<file path="config.mk">
export PLATFORM = sky130hd
export DESIGN_NAME = atr_watchdog
export DESIGN_NICKNAME = d
export VERILOG_FILES = /design/src/rtl/atr_wd_pkg.sv /design/src/rtl/atr_wd_timer.sv /design/src/rtl/atr_wd_seq.sv /design/src/rtl/atr_watchdog.sv
export SDC_FILE = /design/constraint.sdc
export NUM_CORES = 1
export LEC_CHECK = 0
export BUFFER_PORTS_ARGS = -buffer_cell sky130_fd_sc_hd__buf_2
export CORE_UTILIZATION = 59
export DETAILED_ROUTE_END_ITERATION = 6
export GPL_TIMING_DRIVEN = 0
export PLACE_DENSITY = 0.9
export RECOVER_POWER = 100
export SLEW_MARGIN = 20
export SYNTH_ARGS = -nofsm -noshare
export SYNTH_HDL_FRONTEND = slang
export SYNTH_SLANG_ARGS = --single-unit
</file>
<file path="constraint.sdc">
create_clock -name clk -period 3.85 [get_ports clk]
set_clock_uncertainty 0.2 [all_clocks]
set_input_delay 0.77 -clock clk [delete_from_list [all_inputs] [get_ports clk]]
set_output_delay 0.77 -clock clk [all_outputs]
set_load 0.02 [all_outputs]
</file>
<file path="src/rtl/atr_wd_pkg.sv">
package atr_wd_pkg;
  typedef enum logic [1:0] {
    PH_IDLE = 2'd0,
    PH_WAIT = 2'd1,
    PH_ATR  = 2'd2,
    PH_DATA = 2'd3
  } phase_e;

  localparam int unsigned N_TMO   = 3;
  localparam int unsigned IX_FRST = 0;
  localparam int unsigned IX_ATR  = 1;
  localparam int unsigned IX_GAP  = 2;
endpackage

</file>
<file path="src/rtl/atr_wd_timer.sv">
module atr_wd_timer #(
  parameter int unsigned LIM_W = 16
) (
  input  logic             clk,
  input  logic             rst_n,
  input  logic             arm,
  input  logic             halt,
  input  logic             tick,
  input  logic [LIM_W-1:0] limit,
  output logic             expire
);
  localparam int unsigned EXT_W = LIM_W + 1;

  logic [LIM_W-1:0] cnt_q, cnt_d;
  logic             run_q, run_d;
  logic [EXT_W-1:0] cnt_inc;

  assign cnt_inc = {1'b0, cnt_q} + EXT_W'(1);

  // halt wins over arm, arm wins over counting
  always_comb begin
    cnt_d  = cnt_q;
    run_d  = run_q;
    expire = 1'b0;
    if (halt) begin
      cnt_d = '0;
      run_d = 1'b0;
    end else if (arm) begin
      cnt_d = '0;
      run_d = 1'b1;
    end else if (run_q && tick) begin
      if (cnt_inc >= {1'b0, limit}) begin
        expire = 1'b1;
        run_d  = 1'b0;
      end else begin
        cnt_d = cnt_inc[LIM_W-1:0];
      end
    end
  end

  always_ff @(posedge clk or negedge rst_n) begin
    if (!rst_n) begin
      cnt_q <= '0;
      run_q <= 1'b0;
    end else begin
      cnt_q <= cnt_d;
      run_q <= run_d;
    end
  end
endmodule

</file>
<file path="src/rtl/atr_wd_seq.sv">
module atr_wd_seq
  import atr_wd_pkg::*;
(
  input  logic clk,
  input  logic rst_n,
  input  logic card_reset,
  input  logic char_start,
  input  logic atr_end,
  output logic frst_arm,
  output logic frst_halt,
  output logic atr_arm,
  output logic atr_halt,
  output logic gap_arm,
  output logic gap_halt
);
  phase_e ph_q, ph_d;

  always_comb begin
    ph_d = ph_q;
    if (card_reset) begin
      ph_d = PH_IDLE;
    end else begin
      unique case (ph_q)
        PH_IDLE: ph_d = PH_WAIT;
        PH_WAIT: if (char_start) ph_d = PH_ATR;
        PH_ATR:  if (atr_end)    ph_d = PH_DATA;
        PH_DATA: ph_d = PH_DATA;
        default: ph_d = PH_IDLE;
      endcase
    end
  end

  always_comb begin
    frst_arm  = !card_reset && (ph_q == PH_IDLE);
    frst_halt = card_reset || ((ph_q == PH_WAIT) && char_start);
    atr_arm   = !card_reset && (ph_q == PH_WAIT) && char_start;
    atr_halt  = card_reset || ((ph_q == PH_ATR) && atr_end);
    gap_arm   = !card_reset && (ph_q != PH_IDLE) && char_start;
    gap_halt  = card_reset;
  end

  always_ff @(posedge clk or negedge rst_n) begin
    if (!rst_n) ph_q <= PH_IDLE;
    else        ph_q <= ph_d;
  end
endmodule

</file>
<file path="src/rtl/atr_watchdog.sv">
module atr_watchdog
  import atr_wd_pkg::*;
#(
  parameter int unsigned LIM_W = 16
) (
  input  logic             clk,
  input  logic             rst_n,
  input  logic             card_reset,
  input  logic             cclk_tick,
  input  logic             etu_tick,
  input  logic             char_start,
  input  logic             atr_end,
  input  logic             clr_flags,
  input  logic [LIM_W-1:0] lim_first,
  input  logic [LIM_W-1:0] lim_atr,
  input  logic [LIM_W-1:0] lim_gap,
  output logic             tmo_first,
  output logic             tmo_atr,
  output logic             tmo_gap
);
  logic frst_arm, frst_halt, atr_arm, atr_halt, gap_arm, gap_halt;
  logic [N_TMO-1:0] expire;
  logic [N_TMO-1:0] flag_q, flag_d;

  atr_wd_seq u_seq (
    .clk        (clk),
    .rst_n      (rst_n),
    .card_reset (card_reset),
    .char_start (char_start),
    .atr_end    (atr_end),
    .frst_arm   (frst_arm),
    .frst_halt  (frst_halt),
    .atr_arm    (atr_arm),
    .atr_halt   (atr_halt),
    .gap_arm    (gap_arm),
    .gap_halt   (gap_halt)
  );

  atr_wd_timer #(.LIM_W(LIM_W)) u_tmr_first (
    .clk(clk), .rst_n(rst_n), .arm(frst_arm), .halt(frst_halt),
    .tick(cclk_tick), .limit(lim_first), .expire(expire[IX_FRST])
  );

  atr_wd_timer #(.LIM_W(LIM_W)) u_tmr_atr (
    .clk(clk), .rst_n(rst_n), .arm(atr_arm), .halt(atr_halt),
    .tick(etu_tick), .limit(lim_atr), .expire(expire[IX_ATR])
  );

  atr_wd_timer #(.LIM_W(LIM_W)) u_tmr_gap (
    .clk(clk), .rst_n(rst_n), .arm(gap_arm), .halt(gap_halt),
    .tick(etu_tick), .limit(lim_gap), .expire(expire[IX_GAP])
  );

  // sticky flags: a new timeout wins over a clear in the same cycle
  for (genvar g = 0; g < N_TMO; g++) begin : g_flag
    always_comb flag_d[g] = expire[g] | (flag_q[g] & ~clr_flags);

    always_ff @(posedge clk or negedge rst_n) begin
      if (!rst_n) flag_q[g] <= 1'b0;
      else        flag_q[g] <= flag_d[g];
    end
  end

  assign tmo_first = flag_q[IX_FRST];
  assign tmo_atr   = flag_q[IX_ATR];
  assign tmo_gap   = flag_q[IX_GAP];
endmodule

</file>
# [Word-level counts from Yosys, hierarchy flattened]
# Index checks and enable logic that the tools add are counted.
[word_totals] reg_bits=56 inputBits=56 out_inout_bits=3 word_cells=99
[classes] add_sub_neg=3 magnitude_cmp=3 n_eq_ne=8 n_mux=40 n_bitwise=7 n_reduce_logical=28
[op_table] operator="16-bit two-way mux" n=12
[op_table] operator="16-bit by 1-bit adder with 17-bit output, second input constant" n=3
[op_table] operator="17-bit by 16-bit greater-or-equal comparator with 1-bit output" n=3
[op_table] operator="1-bit two-way mux" n=24
[op_table] operator="3-bit nonzero test" n=6
[op_table] operator="3-bit != test, second input constant" n=5
[op_table] operator="2-bit AND reduction" n=7
[op_table] operator="1-bit logical AND" n=10
[op_table] operator="2-bit one-hot mux with 4 select lines" n=1
[op_table] operator="2-bit two-way mux" n=3
[op_table] operator="2-bit equality test, second input constant" n=2
[op_table] operator="1-bit bitwise AND" n=3
[op_table] operator="1-bit OR" n=3
[op_table] operator="2-bit by 1-bit equality test with 1-bit output, second input constant" n=1
[op_table] operator="2-bit zero test" n=1
[op_table] operator="1-bit logical OR" n=2
[op_table] operator="2-bit nonzero test" n=1
[op_table] operator="1-bit zero test" n=1
[op_table] operator="1-bit NOT" n=1

# [Logic depth before layout (Yosys ltp)]
# Gate-level depths: netlist of run 1.
[depth] word_depth=7 ltp_mapped=14 mapped_depth_nobuf=13

# [Hierarchy]
# A second synthesis of run 1 with hierarchy kept.
[hier_totals] hier_cells=578 area_unflattened_um2=5002.3
[by_module_without_submodules] module="atr_wd_timer at u_tmr_atr ..." instances=2 cells_each=188 area_each_um2=1596.5 seq_area_each_um2=425.4
[by_module_without_submodules] module="atr_wd_timer at u_tmr_gap" instances=1 cells_each=180 area_each_um2=1564.0 seq_area_each_um2=425.4
[by_module_without_submodules] module="atr_wd_seq" instances=1 cells_each=15 area_each_um2=143.9 seq_area_each_um2=50.0
[by_module_without_submodules] module="atr_watchdog" instances=1 cells_each=7 area_each_um2=101.3 seq_area_each_um2=75.1

# [Worst setup path after synthesis of run 1]
# No wires, ideal clock.
[synth_timing] path_type="register to register" startpoint="reg u_tmr_gap.cnt_q[0]" endpoint="reg u_tmr_gap.cnt_q[14]" t_arrival_ns=2.949 required_ns=3.574 slack_ns=0.625 path_stages_with_launch=14 n_path_buf=0 period_less_slack_ns=3.225 cell_sequence="dfrtp_1 > ha_1 > nand4_2 > nor2_1 > inv_1 > nor3_1 > xor2_1 > ha_1 > a21o_1 > a21oi_1 > o211a_1 > nand3_2 > or4_1 > a21oi_2"
[synth_via] elab_chain_len=5 word_cells_on_any_way=8
[synth_rtl] element="start, declared" line="atr_wd_timer.sv:14" source="logic [LIM_W-1:0] cnt_q, cnt_d;"
[synth_rtl] element="start signal, assigned" line="atr_wd_timer.sv:46" source="cnt_q <= cnt_d;"
[synth_rtl] element="16-bit by 1-bit adder with 17-bit output (*)" line="atr_wd_timer.sv:18" source="assign cnt_inc = {1'b0, cnt_q} + EXT_W'(1);"
[synth_rtl] element="branches (longest 4 deep; another with 17-bit by 16-bit greater-or-equal comparator with 1-bit output)"
# Mark *: on every way between the ends. The select of a mux whose other input is x is not followed.
# A chain may end at the register's enable or synchronous reset.

# [Worst setup path in the final report of run 1]
[layout_timing] startpoint="reg u_tmr_gap.cnt_q[4]" endpoint="reg u_tmr_gap.cnt_q[8]"
# Same word-level chain as after synthesis.

==> metrics.txt, run 1 <==
htree depth=2; critical path's largest stage delay=0.48 ns; final hold violation count=0; Mean Syn Cell Area=8.46 µm²; worst slack, placed=-0.176 ns; Sequential Power Share=55.5%; CTS sink cnt=56; Final Net Count=730; ys flop type=dfrtp_1; vias post-DR=approximately 4300; ranking of synthesized cells by area=dfrtp_1 (30%), ha_1 (14%), xnor2_1 (6.5%), a21oi_1 (4.9%), inv_1 (4.6%); reg-to-reg endpoint=u_tmr_gap.cnt_q[8]; wirelength, routed=~10000 µm; Fmax=274 MHz; Detail Route Antenna Nets=0; Slew Viols, Final=0; synthesized netlist cell count=between 500 and 600; CP Cell Sequence=nand2_1, nor4_4, nand3_2, nor2_1, xnor2_1, ha_1, and3_1, a22oi_1, nand3_2, buf_4, or3_1, a21oi_2; largest net degree at the start of global routing=between 50 and 60; final worst path period need=3.65 ns; Worst setup startpoint=u_tmr_gap.cnt_q[4]; Overall Global Routing Usage=around a quarter; Port Buffers=57; RSZ-0062 raised after global routing=no; Final Cycle Share=between 90% and 100%; LEAKAGE=2.47 nW; cells on worst reg2reg path=12; Pre-Repair DR Iteration Count=5; Relative slew margins=6.14%; die width=91.4 µm; wire length per cell=roughly 14 µm; Finished Layout Cells=~730; Post-DP HPWL=8170 µm; DRC Markers=0; vias per cell=5.98; worst slew pin tran=1.41 ns; Power Density=roughly 210 nW/µm²; status=finished, final reports clean; Final WS setup=0.195 ns; crit end category=register; die area=between 8000 and 9000 µm²; synthesized area=4710 µm²; CTS tree=done; Synth Register Bits=56; worst-skew pair later-pin latency=0.31 ns; placed instance count=716; Final Wtd Congestion=0.899; critical path's top delay family=simple AND/OR/NAND/NOR gates; number of global-route vias before repair=~4300; Worst setup endpoint=u_tmr_gap.cnt_q[8]; initial antenna violation count=0; CTS Buf Count=5; setup tns final=0 ns; Syn-to-layout area delta=10.9%; most frequent CP cell=nand3_2; Logic pwr share=14.5%; layout cell share with drive strength beyond 1=16.7%; WP data required=3.89 ns; synth unique cells=60; CTS clk-pin slew, worst paths=0.10 ns; arrival time at the worst endpoint=around 3.7 ns; Async SR Flop Fraction=100%; max-cap viol count=0; initial DRC count=210; row count=32; Clock power frac=30.0%; hold_buf cts=0; syn nets=664; Post-synth EDFFs=0; Pint=0.000784 W; worst r2r src=u_tmr_gap.cnt_q[4]; fillcell total=619; Worst IR Drop VDD=between 0.1 and 0.15 mV; HP Class=reg2reg; Crit Path Max Fanout=10; Levels on crit path=12; Synth warnings=0; Buf/Inv on CP=1; Setup-failing EPs final=0; Core Box Area=7730 µm²; I/O Pins=59; Worst setup SP type=register; Sw Share=27.6%; Crit Path Class=reg2reg; Die H=91.4 µm; Slowest cell on crit path=dfrtp_1; Synth top area share=29.7%; FF-to-FF setup slack=around 0.20 ns; Initial Utilization=61.0%; CTS root buf=clkbuf_8; multi-input combinational cell area=3020 µm²; Clock Tree Buf Depth=2; largest area contributor in the synthesized netlist=dfrtp_1; Psw=0.000299 W; first-pass GRT wire length=between 15000 and 20000 µm; gr ovfl total=0; diode count=0; FF+latch area=1400 µm²; Seq/Total Area, Yosys=29.7%
kinds of logic (layout without fill, tap and decap cells):
family / after synthesis / after routing / share of synthesized area, %
flip-flops: 56 / 56 / 29.7
AO/OA/AOI/OAI: 139 / 139 / 19.1
XOR/XNOR: 48 / 48 / 8.92
adder cells (fa/ha/maj): 51 / 51 / 13.5
AND/OR/NAND/NOR: 188 / 188 / 22.2
buffers and inverters: 75 / 142 / 6.45
sequential cells by signal (all words and copies together) (netlist names):
| signal | flops |
|---|---|
| u_tmr_gap.cnt_q | 16 |
| tmo_first | 1 |
| u_tmr_first.run_q | 1 |
| tmo_atr | 1 |
| tmo_gap | 1 |
| u_seq.ph_q | 2 |
| u_tmr_atr.run_q | 1 |
| u_tmr_gap.run_q | 1 |
| u_tmr_first.cnt_q | 16 |
| u_tmr_atr.cnt_q | 16 |
cells in the mapped netlist, drive strengths merged (6+ instances only):
library cell  instances
buf                   7
dfrtp                56
nor3                  6
o21ai                40
o211ai                7
a21oi                53
nor4                  6
ha                   51
xnor2                35
nor2                 28
or3                  26
clkbuf               10
nand3                30
nand2                43
o31ai                 6
nand4                12
and3                  8
inv                  58
a31o                  6
xor2                 13
or4                   9
layout by cell type (no fill, tap or decap), types with 4 or more instances in the layout:
cell type,n
inv_1,58
a31o_1,4
nor4_1,4
o31ai_1,4
and3_1,8
clkbuf_1,14
clkbuf_8,5
nor3_1,4
o211ai_1,5
buf_2,56
or4_1,8
dfrtp_1,56
o21ai_0,34
nand2_1,43
xnor2_1,35
a21oi_2,5
xor2_1,13
or2_2,4
nor2_1,27
nand3_2,5
a21o_1,5
and2_1,4
a21oi_1,48
or3_1,26
ha_1,50
nand3_1,25
and4_1,5
nand4_1,11
clkbuf_2,4
area by class of cell:
| type | instances | area share (%) |
|---|---|---|
| Multi-Input combinational cell | 426 | 57.7 |
| Sequential cell | 56 | 26.8 |
| Timing Repair Buffer | 59 | 5.67 |
| Inverter | 58 | 4.16 |
| Tap cell | 102 | 2.44 |
| Buffer | 17 | 1.58 |
| Clock buffer | 7 | 1.46 |
| Clock inverter | 1 | 0.168 |
power by group through the flow:
stage           logic, W  clock network [W]  registers, W
2_1_floorplan  0.0000901                  0      0.000611
3_3_place_gp    0.000148                  0      0.000612
3_5_place_dp    0.000158                  0      0.000613
4_1_cts         0.000159           0.000327      0.000601
5_1_grt         0.000177           0.000349      0.000603
6_report        0.000157           0.000325      0.000601
layer usage:
metal / track usage (%) / wire length (µm) / part of all wire, %
met1: 30.4 / 4340 / 41
met3: 2.93 / 466 / 4.4
met2: 47.9 / 5370 / 51
met5: 0 / 0 / 0
met4: 13.4 / 319 / 3.0
what timing repair did:
action / 4_1_cts / 5_1_grt
pin swaps: 0 / 1
resized for setup: 2 / 8
endpoints found under the setup margin: 14 / 31
buffers inserted: 0 / 2
gates cloned: 0 / 0
how the worst min path moves through the flow:
stage / startpoint / cells after the start / to / slack [ns]
after detailed placement: u_tmr_first.run_q / 1 / u_tmr_first.run_q / 0.30
final: u_tmr_first.run_q / 1 / u_tmr_first.run_q / 0.32
after CTS: rst_n / 1 / u_tmr_atr.cnt_q[5] / 0.32
after floorplan: rst_n / 0 / tmo_atr / 0.27
after global placement: u_tmr_first.run_q / 1 / u_tmr_first.run_q / 0.28
after global routing: u_tmr_first.run_q / 1 / u_tmr_first.run_q / 0.34
metrics by stage:
| step | total power, W | cell area, µm² | hold WS, ns | utilization (%) |
|---|---|---|---|---|
| floorplan | 0.000701 | 4710 | 0.274 | - |
| global placement | 0.000760 | 5130 | 0.284 | 66.3 |
| detailed placement | 0.000771 | 5130 | 0.301 | 66.4 |
| CTS | 0.00109 | 5220 | 0.317 | 67.6 |
| global route | 0.00113 | 5230 | 0.336 | 67.7 |
| finish | 0.00108 | 5230 | 0.317 | 67.7 |
(Power assumes the default switching activity.)
==> inputs of run 2 (changes only) <==
--- a/config.mk
+++ b/config.mk
@@ -7,6 +7,7 @@
 export LEC_CHECK = 0
 export BUFFER_PORTS_ARGS = -buffer_cell sky130_fd_sc_hd__buf_2
 export CORE_UTILIZATION = 59
+export CTS_BUF_LIST = sky130_fd_sc_hd__clkbuf_4 sky130_fd_sc_hd__clkbuf_8 sky130_fd_sc_hd__clkbuf_16
 export DETAILED_ROUTE_END_ITERATION = 6
 export GPL_TIMING_DRIVEN = 0
 export PLACE_DENSITY = 0.9
==> run 2 against run 1 <==
Compared with the run above:
- fmax up 0.38%
- clock power grew 4%
- critical path type unchanged
- combinational power hardly changed
- worst hold slack better by 0.0056 ns
- clock-buffer cell count stayed put
- critical endpoint unchanged
- flip-flop and latch count is the same
- sequential power about the same
==> metrics.txt, run 2 (synthesis gave the netlist of run 1 again) <==
status=finished, final reports clean; I/O Pins=59; Final Cycle Share=roughly 95%; Hold Path Stages=1; CTS root buf=clkbuf_8; Post-DP HPWL=8170 µm; RSZ-0062 raised after global routing=no; Final Net Count=730; vias post-DR=4318; Syn-to-layout area delta=11.1%; total power=~0.0011 W; Worst setup SP type=register; number of global-route vias before repair=between 4000 and 5000; top flop regs=u_tmr_atr.cnt_q (16), u_tmr_first.cnt_q (16), u_tmr_gap.cnt_q (16); vias per cell=approximately 5.9; Worst IR Drop VDD=0.131 mV; max-cap viol count=0; CTS tree=done; cells on worst reg2reg path=12; Core Box Area=about 7700 µm²; Initial Utilization=between 60% and 70%; final worst path period need=3.64 ns; first-pass GRT wire length=18100 µm; arrival time at the worst endpoint=roughly 3.7 ns; WP data required=3.89 ns; LEAKAGE=approximately 2.5 nW; setup tns final=0 ns; Crit Path Max Fanout=10; worst hold start=u_tmr_first.run_q; Relative slew margins=approximately 7.3%; Setup-failing EPs final=0; DRC Markers=0; Fmax=275 MHz; gr ovfl total=0; placed instance count=716; Detail Route Antenna Nets=0; htree depth=2; Pre-Repair DR Iteration Count=5; wirelength, routed=roughly 10000 µm; Crit Path Class=reg2reg; HP Class=reg2reg; die area=8350 µm²; CTS clk-pin slew, worst paths=0.10 ns; most frequent cells in the layout=inv_1 (58), buf_2 (57), dfrtp_1 (56); wire length per cell=between 10 and 15 µm; crit end category=register; row count=32; worst slew pin tran=1.39 ns; Clock Tree Buf Depth=2; initial DRC count=~240; layout cell share with drive strength beyond 1=between 10% and 20%; worst-skew pair later-pin latency=0.31 ns; final hold violation count=0; worst r2r src=u_tmr_gap.cnt_q[4]; most common cell after layout, fill and taps aside=inv_1; Slew Viols, Final=0; Worst setup startpoint=u_tmr_gap.cnt_q[4]; die width=91.4 µm; CTS sink cnt=56; Final Wtd Congestion=0.899; initial antenna violation count=0; Overall Global Routing Usage=26.4%; dpl cell area=about 5100 µm²; Design Area, Final=about 5200 µm²; Port Buffers=57; CTS Buf Count=5; Power Density=209 nW/µm²; Finished Layout Cells=726; largest net degree at the start of global routing=57; Die H=91.4 µm; diode count=0
[run 2: final cells by class]
cell class	count	area, µm²
Multi-Input combinational cell	426	3020
Fill cell	615	2490
Clock inverter	1	8.76
Tap cell	102	128
Sequential cell	56	1400
Inverter	58	218
Clock buffer	7	83.8
Buffer	17	83.8
Timing Repair Buffer	59	297
[run 2: layer usage]
metal | wire (µm) | part of all wire, % | track usage, % | vias to the layer above
met1 | 4420 | 42 | 30.2 | 2035
met3 | 377 | 3.6 | 2.93 | 32
met2 | 5340 | 51 | 48.3 | 136
li1 | - | - | - | 2115
met5 | 0 | 0 | 0 | -
met4 | 312 | 3.0 | 13.4 | 0
[run 2: final timing paths]
kind / to / slack (ns)
max in group asynchronous: u_tmr_first.cnt_q[3] / 2.05
min in group asynchronous: u_tmr_atr.cnt_q[5] / 0.56
min reg2reg: u_tmr_first.run_q / 0.32
max: u_tmr_gap.cnt_q[8] / 0.21
max reg2reg: u_tmr_gap.cnt_q[8] / 0.21
min: u_tmr_first.run_q / 0.32
[run 2: timing repair]
action                     in CTS  in global routing
buffers inserted                0                  2
resized for setup               2                  8
setup endpoints to repair      14                 31
hold buffers                    0                  0
pin swaps                       0                  1
[run 2: through the flow]
step                      hold WS, ns  utilization (%)  setup WS, ns
final                           0.323             67.8         0.209
after global routing            0.336             67.8       0.00441
after CTS                       0.317             67.7        0.0603
after detailed placement        0.301             66.4        -0.176
after global placement          0.284             66.3       -0.0521
after floorplan                 0.274                -         0.625
[run 2: worst max-delay path: stages, from the launching register on]
cell and delay [ns]:
dfrtp_1 0.48, nand2_1 0.15, nor4_4 0.38, nand3_2 0.18, nor2_1 0.25, xnor2_1 0.21, ha_1 0.32, and3_1 0.22
a22oi_1 0.27, nand3_2 0.18, buf_4 0.23, or3_1 0.34, a21oi_2 0.15
[run 2: power by group]
group	total, W	switching (W)	internal, W
clock	0.000339	0.000194	0.000145
combinational	0.000157	0.0000972	0.0000595
sequential	0.000601	0.00000727	0.000594
